==> config.mk <==
export PLATFORM = sky130hd
export DESIGN_NAME = ctl3w_master
export DESIGN_NICKNAME = d
export VERILOG_FILES = /design/src/rtl/ctl3w_pkg.sv /design/src/rtl/ctl3w_delay.sv /design/src/rtl/ctl3w_rxcap.sv /design/src/rtl/ctl3w_seq.sv /design/src/rtl/ctl3w_master.sv
export SDC_FILE = /design/constraint.sdc
export NUM_CORES = 1
export LEC_CHECK = 0
export BUFFER_PORTS_ARGS = -buffer_cell sky130_fd_sc_hd__buf_2
export CAP_MARGIN = 15
export CORE_MARGIN = 3
export CORE_UTILIZATION = 50
export DETAILED_ROUTE_END_ITERATION = 7
export PLACE_DENSITY_LB_ADDON = 0.05
export SYNTH_ARGS = -nofsm -noshare
export SYNTH_HDL_FRONTEND = slang
export SYNTH_SLANG_ARGS = --single-unit
==> constraint.sdc <==
create_clock -name clk -period 2.1 [get_ports clk]
set_clock_uncertainty 0.05 [all_clocks]
set_input_delay 0.21 -clock clk [delete_from_list [all_inputs] [get_ports clk]]
set_output_delay 0.21 -clock clk [all_outputs]
set_load 0.02 [all_outputs]
==> src/rtl/ctl3w_pkg.sv <==
package ctl3w_pkg;

    typedef enum logic [2:0] {
        PH_IDLE,
        PH_OPEN,
        PH_SETUP,
        PH_BLO,
        PH_BHI,
        PH_HOLD,
        PH_HALT,
        PH_DONE
    } phase_t;

    typedef struct packed {
        logic scl;
        logic mode;
        logic oe;
    } lines_t;

    function automatic int unsigned max2(int unsigned a, int unsigned b);
        return (a > b) ? a : b;
    endfunction

    // Bus line levels for a given phase. addr_ph selects the address byte,
    // rd selects turnaround of the data line during data bytes.
    function automatic lines_t drive_lines(phase_t ph, logic addr_ph, logic rd);
        lines_t l;
        l.scl  = 1'b0;
        l.mode = 1'b0;
        l.oe   = 1'b0;
        case (ph)
            PH_IDLE, PH_DONE: ;
            PH_OPEN: begin
                l.scl  = 1'b1;
                l.mode = 1'b1;
                l.oe   = 1'b1;
            end
            default: begin
                l.mode = ~addr_ph;
                l.oe   = addr_ph | ~rd;
                if (ph == PH_BHI || ph == PH_HOLD)
                    l.scl = 1'b1;
                else if (ph == PH_SETUP)
                    l.scl = ~addr_ph;
                else
                    l.scl = 1'b0;
            end
        endcase
        return l;
    endfunction

endpackage

==> src/rtl/ctl3w_delay.sv <==
module ctl3w_delay #(
    parameter int CNT_W = 4
) (
    input  logic             clk,
    input  logic             rst,
    input  logic             load,
    input  logic [CNT_W-1:0] load_val,
    output logic             expired
);

    logic [CNT_W-1:0] cnt_q;

    always_ff @(posedge clk) begin
        if (rst)
            cnt_q <= '0;
        else if (load)
            cnt_q <= load_val;
        else if (cnt_q != '0)
            cnt_q <= cnt_q - 1'b1;
    end

    assign expired = (cnt_q == '0);

endmodule

==> src/rtl/ctl3w_rxcap.sv <==
module ctl3w_rxcap #(
    parameter int MAX_BYTES = 4,
    parameter int BIDX_W    = 2
) (
    input  logic                   clk,
    input  logic                   rst,
    input  logic                   clear,
    input  logic                   sample,
    input  logic [BIDX_W-1:0]      byte_idx,
    input  logic [2:0]             bit_idx,
    input  logic                   din,
    output logic [MAX_BYTES*8-1:0] rdata
);

    logic [MAX_BYTES*8-1:0] rdata_q;

    always_ff @(posedge clk) begin
        if (rst || clear)
            rdata_q <= '0;
        else if (sample)
            rdata_q[{byte_idx, bit_idx}] <= din;
    end

    assign rdata = rdata_q;

endmodule

==> src/rtl/ctl3w_seq.sv <==
module ctl3w_seq
    import ctl3w_pkg::*;
#(
    parameter int T_LOW     = 2,
    parameter int T_HIGH    = 2,
    parameter int T_SETUP   = 3,
    parameter int T_HOLD    = 2,
    parameter int T_HALT    = 7,
    parameter int MAX_BYTES = 4,
    parameter int LEN_W     = 3,
    parameter int BIDX_W    = 2,
    parameter int CNT_W     = 4
) (
    input  logic                   clk,
    input  logic                   rst,
    input  logic                   req_valid,
    input  logic [5:0]             req_dev,
    input  logic [1:0]             req_sel,
    input  logic                   req_rd,
    input  logic [LEN_W-1:0]       req_len,
    input  logic [MAX_BYTES*8-1:0] req_wdata,
    input  logic                   tick,
    output logic                   load,
    output logic [CNT_W-1:0]       load_val,
    output logic                   ready,
    output logic                   done,
    output logic                   rx_clear,
    output logic                   rx_sample,
    output logic [BIDX_W-1:0]      byte_idx,
    output logic [2:0]             bit_idx,
    output lines_t                 lines,
    output logic                   sda
);

    localparam logic [CNT_W-1:0] LD_LOW   = CNT_W'(T_LOW - 1);
    localparam logic [CNT_W-1:0] LD_HIGH  = CNT_W'(T_HIGH - 1);
    localparam logic [CNT_W-1:0] LD_SETUP = CNT_W'(T_SETUP - 1);
    localparam logic [CNT_W-1:0] LD_HOLD  = CNT_W'(T_HOLD - 1);
    localparam logic [CNT_W-1:0] LD_HALT  = CNT_W'(T_HALT - 1);
    localparam logic [LEN_W-1:0] LEN_MAX  = LEN_W'(MAX_BYTES);

    phase_t                 ph_q, ph_d;
    logic [7:0]             addr_q;
    logic                   rd_q;
    logic [LEN_W-1:0]       len_q;
    logic [MAX_BYTES*8-1:0] wdata_q;
    logic [BIDX_W-1:0]      byte_q;
    logic [2:0]             bit_q;
    logic                   addr_ph_q;
    logic                   sda_q;

    logic [7:0] cur_byte;
    logic       last_bit;
    logic       last_byte;
    logic       no_data;

    assign cur_byte  = addr_ph_q ? addr_q : wdata_q[{byte_q, 3'b000} +: 8];
    assign last_bit  = (bit_q == 3'd7);
    assign last_byte = ((LEN_W'(byte_q) + LEN_W'(1)) == len_q);
    assign no_data   = (len_q == '0);

    // Next phase and timer reload
    always_comb begin
        ph_d     = ph_q;
        load     = 1'b0;
        load_val = '0;
        case (ph_q)
            PH_IDLE: if (req_valid) begin
                ph_d = PH_OPEN;
                load = 1'b1;
            end
            PH_OPEN: if (tick) begin
                ph_d     = PH_SETUP;
                load     = 1'b1;
                load_val = LD_SETUP;
            end
            PH_SETUP: if (tick) begin
                ph_d     = PH_BLO;
                load     = 1'b1;
                load_val = LD_LOW;
            end
            PH_BLO: if (tick) begin
                ph_d     = PH_BHI;
                load     = 1'b1;
                load_val = LD_HIGH;
            end
            PH_BHI: if (tick) begin
                load = 1'b1;
                if (last_bit) begin
                    ph_d     = PH_HOLD;
                    load_val = LD_HOLD;
                end else begin
                    ph_d     = PH_BLO;
                    load_val = LD_LOW;
                end
            end
            PH_HOLD: if (tick) begin
                load = 1'b1;
                if (addr_ph_q) begin
                    if (no_data) begin
                        ph_d = PH_DONE;
                    end else begin
                        ph_d     = PH_SETUP;
                        load_val = LD_SETUP;
                    end
                end else if (last_byte) begin
                    ph_d = PH_DONE;
                end else begin
                    ph_d     = PH_HALT;
                    load_val = LD_HALT;
                end
            end
            PH_HALT: if (tick) begin
                ph_d     = PH_SETUP;
                load     = 1'b1;
                load_val = LD_SETUP;
            end
            PH_DONE: ph_d = PH_IDLE;
            default: ph_d = PH_IDLE;
        endcase
    end

    // Request capture, byte and bit position, data line value
    always_ff @(posedge clk) begin
        if (rst) begin
            ph_q      <= PH_IDLE;
            addr_q    <= '0;
            rd_q      <= 1'b0;
            len_q     <= '0;
            wdata_q   <= '0;
            byte_q    <= '0;
            bit_q     <= '0;
            addr_ph_q <= 1'b0;
            sda_q     <= 1'b0;
        end else begin
            ph_q <= ph_d;
            case (ph_q)
                PH_IDLE: if (req_valid) begin
                    addr_q    <= {req_dev, req_sel};
                    rd_q      <= req_rd;
                    len_q     <= (req_len > LEN_MAX) ? LEN_MAX : req_len;
                    wdata_q   <= req_wdata;
                    byte_q    <= '0;
                    bit_q     <= '0;
                    addr_ph_q <= 1'b1;
                    sda_q     <= 1'b1;
                end
                PH_SETUP: if (tick) begin
                    bit_q <= '0;
                    sda_q <= cur_byte[0];
                end
                PH_BHI: if (tick && !last_bit) begin
                    bit_q <= bit_q + 3'd1;
                    sda_q <= cur_byte[bit_q + 3'd1];
                end
                PH_HOLD: if (tick) begin
                    if (addr_ph_q) begin
                        addr_ph_q <= 1'b0;
                        byte_q    <= '0;
                    end else if (!last_byte) begin
                        byte_q <= byte_q + 1'b1;
                    end
                    if (ph_d == PH_DONE)
                        sda_q <= 1'b0;
                end
                PH_DONE: begin
                    addr_ph_q <= 1'b0;
                    sda_q     <= 1'b0;
                end
                default: ;
            endcase
        end
    end

    assign ready     = (ph_q == PH_IDLE);
    assign done      = (ph_q == PH_DONE);
    assign rx_clear  = (ph_q == PH_IDLE) && req_valid;
    assign rx_sample = (ph_q == PH_BLO) && tick && !addr_ph_q && rd_q;
    assign byte_idx  = byte_q;
    assign bit_idx   = bit_q;
    assign lines     = drive_lines(ph_q, addr_ph_q, rd_q);
    assign sda       = sda_q;

endmodule

==> src/rtl/ctl3w_master.sv <==
module ctl3w_master
    import ctl3w_pkg::*;
#(
    parameter int T_LOW     = 2,
    parameter int T_HIGH    = 2,
    parameter int T_SETUP   = 3,
    parameter int T_HOLD    = 2,
    parameter int T_HALT    = 7,
    parameter int MAX_BYTES = 4,
    localparam int LEN_W    = $clog2(MAX_BYTES + 1)
) (
    input  logic                   clk,
    input  logic                   rst,
    input  logic                   req_valid,
    output logic                   req_ready,
    input  logic [5:0]             req_dev,
    input  logic [1:0]             req_sel,
    input  logic                   req_rd,
    input  logic [LEN_W-1:0]       req_len,
    input  logic [MAX_BYTES*8-1:0] req_wdata,
    output logic                   rsp_done,
    output logic [MAX_BYTES*8-1:0] rsp_rdata,
    output logic                   bus_clk,
    output logic                   bus_mode,
    output logic                   bus_dat_o,
    output logic                   bus_dat_oe,
    input  logic                   bus_dat_i
);

    localparam int DMAX   = max2(max2(max2(T_LOW, T_HIGH), max2(T_SETUP, T_HOLD)), T_HALT);
    localparam int CNT_W  = $clog2(DMAX + 1);
    localparam int BIDX_W = (MAX_BYTES > 1) ? $clog2(MAX_BYTES) : 1;

    logic              tick;
    logic              load;
    logic [CNT_W-1:0]  load_val;
    logic              rx_clear;
    logic              rx_sample;
    logic [BIDX_W-1:0] byte_idx;
    logic [2:0]        bit_idx;
    lines_t            lines;
    logic              sda;

    ctl3w_delay #(.CNT_W(CNT_W)) u_delay (
        .clk      (clk),
        .rst      (rst),
        .load     (load),
        .load_val (load_val),
        .expired  (tick)
    );

    ctl3w_seq #(
        .T_LOW     (T_LOW),
        .T_HIGH    (T_HIGH),
        .T_SETUP   (T_SETUP),
        .T_HOLD    (T_HOLD),
        .T_HALT    (T_HALT),
        .MAX_BYTES (MAX_BYTES),
        .LEN_W     (LEN_W),
        .BIDX_W    (BIDX_W),
        .CNT_W     (CNT_W)
    ) u_seq (
        .clk       (clk),
        .rst       (rst),
        .req_valid (req_valid),
        .req_dev   (req_dev),
        .req_sel   (req_sel),
        .req_rd    (req_rd),
        .req_len   (req_len),
        .req_wdata (req_wdata),
        .tick      (tick),
        .load      (load),
        .load_val  (load_val),
        .ready     (req_ready),
        .done      (rsp_done),
        .rx_clear  (rx_clear),
        .rx_sample (rx_sample),
        .byte_idx  (byte_idx),
        .bit_idx   (bit_idx),
        .lines     (lines),
        .sda       (sda)
    );

    ctl3w_rxcap #(
        .MAX_BYTES (MAX_BYTES),
        .BIDX_W    (BIDX_W)
    ) u_rxcap (
        .clk      (clk),
        .rst      (rst),
        .clear    (rx_clear),
        .sample   (rx_sample),
        .byte_idx (byte_idx),
        .bit_idx  (bit_idx),
        .din      (bus_dat_i),
        .rdata    (rsp_rdata)
    );

    assign bus_clk    = lines.scl;
    assign bus_mode   = lines.mode;
    assign bus_dat_oe = lines.oe;
    assign bus_dat_o  = sda;

endmodule

==> After elaboration in Yosys (flattened, before gate mapping) <==
Index checks and enable logic that the tools add are counted.
{ "classes": {"n_addsub": 4, "multipliers": 0, "div_mod_pow": 0, "magnitude_cmp": 4, "eq_ne": 16, "n_shift": 1, "n_mux": 50, "n_bitwise": 3, "reduce_logical": 28} }
{ "op_table": {"columns": ["operator", "count"], "rows": [
  ["3-bit two-way mux", 18],
  ["32-bit bitwise mux", 1],
  ["32-bit by 6-bit indexed part select with 8-bit output", 1],
  ["3-bit one-hot mux with 7 select lines", 1],
  ["3-bit == test (second input constant)", 6],
  ["3-bit one-hot mux with 3 select lines", 2],
  ["1-bit two-way mux", 14],
  ["2-bit two-way mux", 6],
  ["3-bit logical NOT", 3],
  ["3-bit nonzero test", 3],
  ["8-bit two-way mux", 1],
  ["2-bit by 1-bit inequality test with 1-bit output (second input constant)", 4],
  ["4-bit AND reduction", 2],
  ["3-bit by 2-bit == test with 1-bit output (second input constant)", 2],
  ["1-bit logical AND", 6],
  ["5-bit by 6-bit < comparator with 1-bit output (second input constant)", 1],
  ["3-bit one-hot mux with 2 select lines", 1],
  ["6-bit AND reduction", 1],
  ["6-bit OR reduction", 1],
  ["1-bit demux with 5-bit select", 1],
  ["5-bit by 1-bit greater-or-equal comparator with 1-bit output (second input constant)", 1],
  ["1-bit one-hot mux with 5 select lines", 1],
  ["5-bit nonzero test", 1],
  ["3-bit by 4-bit < comparator with 1-bit output (second input constant)", 1],
  ["other kinds (22)", 27]
]} }
{ "word_totals": {"register_bits": 89, "latchBits": 0, "ramBits": 0, "mem_bits_ro": 0, "inputBits": 48, "output_inout_bits": 38, "wordCells": 117, "n_memories": 0} }

==> Logic depth before layout (Yosys ltp) <==
{ "depth": {"ltp_word": 10, "mapped_depth": 9, "mapped_depth_nobuf": 7} }

==> Cells and area by module <==
From an unflattened synthesis, not the netlist that was laid out.
{ "hier_totals": {"hier_cells": 517, "hier_area_um2": 4320.4} }
{ "modules_own_cells": {"columns": ["module", "instances", "cells_each", "area_per_inst_um2", "seq_area_each_um2"], "rows": [
  ["ctl3w_seq", 1, 344, 2753.9, 1081.0],
  ["ctl3w_rxcap", 1, 151, 1360.1, 640.6],
  ["ctl3w_delay", 1, 22, 206.4, 60.1]
]} }

==> Worst setup path before layout <==
OpenSTA, ideal clock, no wires.
{ "synth_path": {"path_kind": "flip-flop to flip-flop", "startpoint": "register u_seq.byte_q[0] (netlist: u_seq.byte_idx[0])", "endpoint": "register u_delay.cnt_q[1]", "setup_time_ns": 0.119, "arrival_ns": 2.041, "required_ns": 1.931, "setup_slack_ns": -0.109, "path_stages_with_launch": 8, "n_path_buf": 1, "synth_period_minus_slack_ns": 2.209, "path_cell_list": "dfxtp_1 -> buf_4 -> inv_1 -> ha_1 -> xnor2_1 -> a311oi_4 -> o32a_1 -> o221a_1"} }
{ "synth_between": {"elab_chain_len": 7} }
{ "synth_rtl": {"columns": ["element", "line_no", "text"], "rows": [
  ["start, declared", "ctl3w_seq.sv:47", "logic [BIDX_W-1:0] byte_q;"],
  ["start signal, assigned", "ctl3w_seq.sv:161", "byte_q <= byte_q + 1'b1;"],
  ["2-bit by 1-bit adder with 3-bit output", "ctl3w_seq.sv:59", "assign last_byte = ((LEN_W'(byte_q) + LEN_W'(1)) == len_q);"],
  ["3-bit == test", "ctl3w_seq.sv:59", null],
  ["3-bit two-way mux", "ctl3w_seq.sv:106", "end else if (last_byte) begin"],
  ["3-bit two-way mux", "ctl3w_seq.sv:99", "if (addr_ph_q) begin"],
  ["3-bit two-way mux", "ctl3w_seq.sv:97", "PH_HOLD: if (tick) begin"],
  ["3-bit one-hot mux with 3 select lines", "ctl3w_seq.sv:67", "case (ph_q)"],
  ["3-bit two-way mux", "ctl3w_delay.sv:16", "else if (load)"],
  ["end signal, assigned", "ctl3w_delay.sv:17", "cnt_q <= load_val;"],
  ["end signal, assigned", "ctl3w_delay.sv:19", "cnt_q <= cnt_q - 1'b1;"],
  ["end, declared", "ctl3w_delay.sv:11", "logic [CNT_W-1:0] cnt_q;"]
]} }
No other way between the ends.
A chain may end at the register's enable or synchronous reset.

==> Worst setup path in the final report <==
{ "layout_path": {"startpoint": "register u_seq.ph_q[2]", "endpoint": "output port bus_mode"} }
{ "layout_between": {"elab_chain_len": 3, "elab_cells_between_ends": 5, "classes_between": "2 x eq/ne; 1 x mux; 2 x reduce/logical"} }
{ "layout_rtl": {"columns": ["element", "line_no", "text"], "rows": [
  ["start, declared", "ctl3w_seq.sv:42", "phase_t ph_q, ph_d;"],
  ["start signal, assigned", "ctl3w_seq.sv:136", "ph_q <= ph_d;"],
  ["3-bit == test or 3-bit logical NOT (tied branches)", "ctl3w_pkg.sv:31", "case (ph)"],
  ["2-bit OR reduction", null, null],
  ["3-bit one-hot mux with 2 select lines *", "ctl3w_pkg.sv:31", null],
  ["end, declared", "ctl3w_master.sv:24", "output logic bus_mode,"]
]} }
Every way passes the cells marked *; elsewhere a longest branch is shown, timed or not.

==> flow_summary_export.csv <==
group,metric,value,unit
synth,avgSynthCellArea,7.93,um2
floorplanning,die_h,100,um
global_route,use_met1,0.310,
routing,dr.pass1.iters,4,
global_route,met3_usage,0.0320,
floorplanning,die_w,100,um
synth,ys.warnings.count,0,
min_path,holdPathEnd,"u_seq.wdata_q[19]$_SDFFE_PP0P_",
timing,finalCriticalPeriod,2040,ps
timing,rsz0062_at_grt,"yes",
timing,fin_crit_sh,0.973,
synth,synth-edff-count,0,
power_and_ir_drop,peakVddDrop,0.480,mV
clock_tree,cts_sinks,89,
timing,max_freq,489,MHz
worst_setup_path,r2r_start,"u_seq.byte_idx[0]$_SDFFE_PP0P_",
synth,synth_seq_cells,89,
layout,regArea,1790,um2
worst_setup_path,critical_path_class,"flip-flop to output port",
min_path,min_path_type,"primary input to flip-flop",
global_route,grt_max_degree,45,
routing,wire_per_inst,15.1,um
synth,synth_async_sr_flop_share,0,
routing,wl,11400,um
synth,yosysSeqAreaShare,0.400,
synth,synthesis.instances,562,
layout,drive_gt1_frac,0.253,
worst_setup_path,cp.arrival,1780,ps
place,detailed_place_hpwl,8260,um
worst_setup_path,critPathCaptureType,"output port",
synth,synthAdderAreaFrac,0.0309,
clock_tree,cts_setup_buffers,0,
global_route,grt_pass1_vias,3840,
layout,fin_cells,757,
timing,slew_violations,0,
layout,final_core_util,0.638,
place,io_buffers,85,
floorplanning,dieArea,10100,um2
synth,synthSimpleGateAreaFrac,0.263,
power_and_ir_drop,p_leak,2.26,nW
worst_setup_path,crit_slowest_cell,"dfxtp_4",
worst_setup_path,reg2regPathDepth,7,
timing,hold_viol,0,
place,gp_congestion,0.881,
power_and_ir_drop,power_per_cell_area,920,nW/um2
clock_tree,clk_transition_reported_paths,100,ps
clock_tree,clk_latency,360,ps
layout,final_common_cell,"nand2_1",
worst_setup_path,cpPeakStageDelay,390,ps
layout,nets,706,
worst_setup_path,worst_r2r_endpoint,"u_seq.sda$_SDFFE_PP0P_",
layout,syn_to_final_growth,20.6,%
timing,worst_slack,55.8,ps
clock_tree,cts_hold_buffers,0,
synth,synth.distinct_cells,59,
routing,num_vias,4131,
global_route,grt_pass1_wl,18500,um
floorplanning,ios,86,
place,place_ws,14.5,ps
floorplanning,start_util,0.529,
synth,synth_mux_area_frac,0.0842,
layout,diodes,0,
layout,multiInputGateArea,2470,um2
global_route,antenna_found_initial,0,
floorplanning,core-area,8420,um2
timing,finalSetupViolations,0,
floorplanning,rows,33,
power_and_ir_drop,p_total,4.95,mW
routing,drc,0,
layout,layout_common_cells,"129 x nand2_1, 85 x dfxtp_1, 84 x buf_2",
routing,vias_per_cell,5.46,
timing,worst_pin_slew,554,ps
timing,fin_hold_ws,22.4,ps
worst_setup_path,reg2reg_slack,80,ps
clock_tree,root_buffer,"clkbuf_8",
place,dp_cells,741,
worst_setup_path,critPathMostFrequentCell,"buf_4",
synth,synth_nets,621,
layout,fillers,772,
synth,ys.flop_type,"dfxtp_1",
run,drv_cap,0,
routing,antenna_left,0,
clock_tree,cts_buffers,9,
global_route,top_usage_layer,"met2",
timing,max_slew_margin,0.621,
status,status,"completed",
clock_tree,cts_tree,"done",
clock_tree,h-tree-depth,3,
global_route,grt_usage,0.226,
synth,synthesis.area,4460,um2
routing,dr.first_iter.drc_count,155,
min_path,whs_path_depth,3,
synth,synth_xor_area_frac,0.00758,
synth,synth_top_family_by_area,"simple AND/OR/NAND/NOR gates",
clock_tree,cts_buffer_depth,2,
global_route,grt-ovfl-total,0,
global_route,use_met2,0.369,
worst_setup_path,crit_fanout,11,
worst_setup_path,crit_required,1840,ps
worst_setup_path,startpoint_type,"flip-flop",
worst_setup_path,path_cells,"buf_4, and3_1, or2_2, o21ba_2, buf_4",
synth,synth_compound_area_frac,0.155,
min_path,min-delay-start,"req_wdata[19]",
-- report_power, final --
part           switching (mW)  internal, mW
logic                    1.06         0.760
registers               0.144          1.87
clock network           0.663         0.446
total                    1.87          3.08
-- Yosys cell counts (2+ instances only) --
cell type	number	area, um2
a2111oi_0	4	35.0
a211oi_1	2	15.0
a21o_1	2	15.0
a21oi_1	75	375
and2_1	5	31.3
and3_1	3	18.8
buf_2	20	100
buf_6	2	22.5
clkbuf_1	22	82.6
dfxtp_1	89	1780
ha_1	11	138
inv_1	13	48.8
mux2_2	6	67.6
mux2i_1	24	240
mux4_2	3	67.6
nand2_1	129	484
nand2b_1	6	37.5
nand3_1	39	195
nand3b_1	3	22.5
nand4b_1	2	17.5
nor2_1	35	131
nor2b_1	8	50.1
nor3_1	5	25.0
nor3b_1	2	15.0
nor4_1	5	31.3
nor4b_2	2	30.0
o21ai_0	8	40.0
o311a_1	2	20.0
o31a_1	2	17.5
or2_2	2	12.5
or4_1	2	15.0
xnor2_1	2	17.5
-- repair_timing --
item,CTS,global route
pin swaps,0,2
hold endpoints to repair,0,0
resized for setup,1,10
setup endpoints to repair,1,7
-- routing by layer --
layer  share of wire  wire (um)
met2            0.48       5530
met3           0.047        542
met5               0          0
met1            0.46       5250
met4           0.010        114
-- critical path, delay by kind of cell (launching register included) --
kind / cells / cell delay [ps]
compound gates: 1 / 230
buf+inv: 2 / 310
flops: 1 / 390
simple gates: 2 / 490
-- area by class of cell --
type	count	share of cell area
clock inverters	6	0.00907
multi-input cells	414	0.459
repair buffers	120	0.142
well taps	105	0.0244
flip-flops and latches	89	0.333
inverters	13	0.00907
clock buffers	10	0.0237
-- flip-flops by register name, summed over array words and instances, names as in the netlist --
register         flops
u_rxcap.rdata       32
u_seq.sda            1
u_seq.ph_q           3
u_seq.wdata_q       32
u_seq.addr_ph_q      1
u_seq.len_q          3
u_seq.bit_idx        3
u_seq.addr_q         8
u_seq.byte_idx       2
u_seq.rd_q           1
u_delay.cnt_q        3
-- worst max-delay path by stage --
stage | to | start | slack (ps)
finish | bus_mode | u_seq.ph_q[2]$_SDFF_PP0_ | 60
global route | u_seq.sda$_SDFFE_PP0P_ | u_seq.byte_idx[0]$_SDFFE_PP0P_ | -70
CTS | u_seq.sda$_SDFFE_PP0P_ | u_seq.bit_idx[1]$_SDFFE_PP0P_ | 9
detailed placement | u_seq.sda$_SDFFE_PP0P_ | u_seq.bit_idx[1]$_SDFFE_PP0P_ | 10
global placement | u_seq.sda$_SDFFE_PP0P_ | u_seq.bit_idx[0]$_SDFFE_PP0P_ | 80
floorplan | u_seq.sda$_SDFFE_PP0P_ | u_seq.byte_idx[0]$_SDFFE_PP0P_ | 10
-- through the flow --
stage                     area (um2)  TNS [ps]
after CTS                       5340         0
after global placement          5160         0
after floorplan                 4480         0
after detailed placement        5160         0
final                           5380         0
after global routing            5380     -72.3
-- cells by family after synthesis --
logic type,count (synthesis)
buffers and inverters,59
multiplexers,33
AO/OA/AOI/OAI,113
XOR/XNOR,3
adder cells (fa/ha/maj),11
AND/OR/NAND/NOR,254
flip-flops,89
Note: power is estimated with default switching activity, not from simulation.
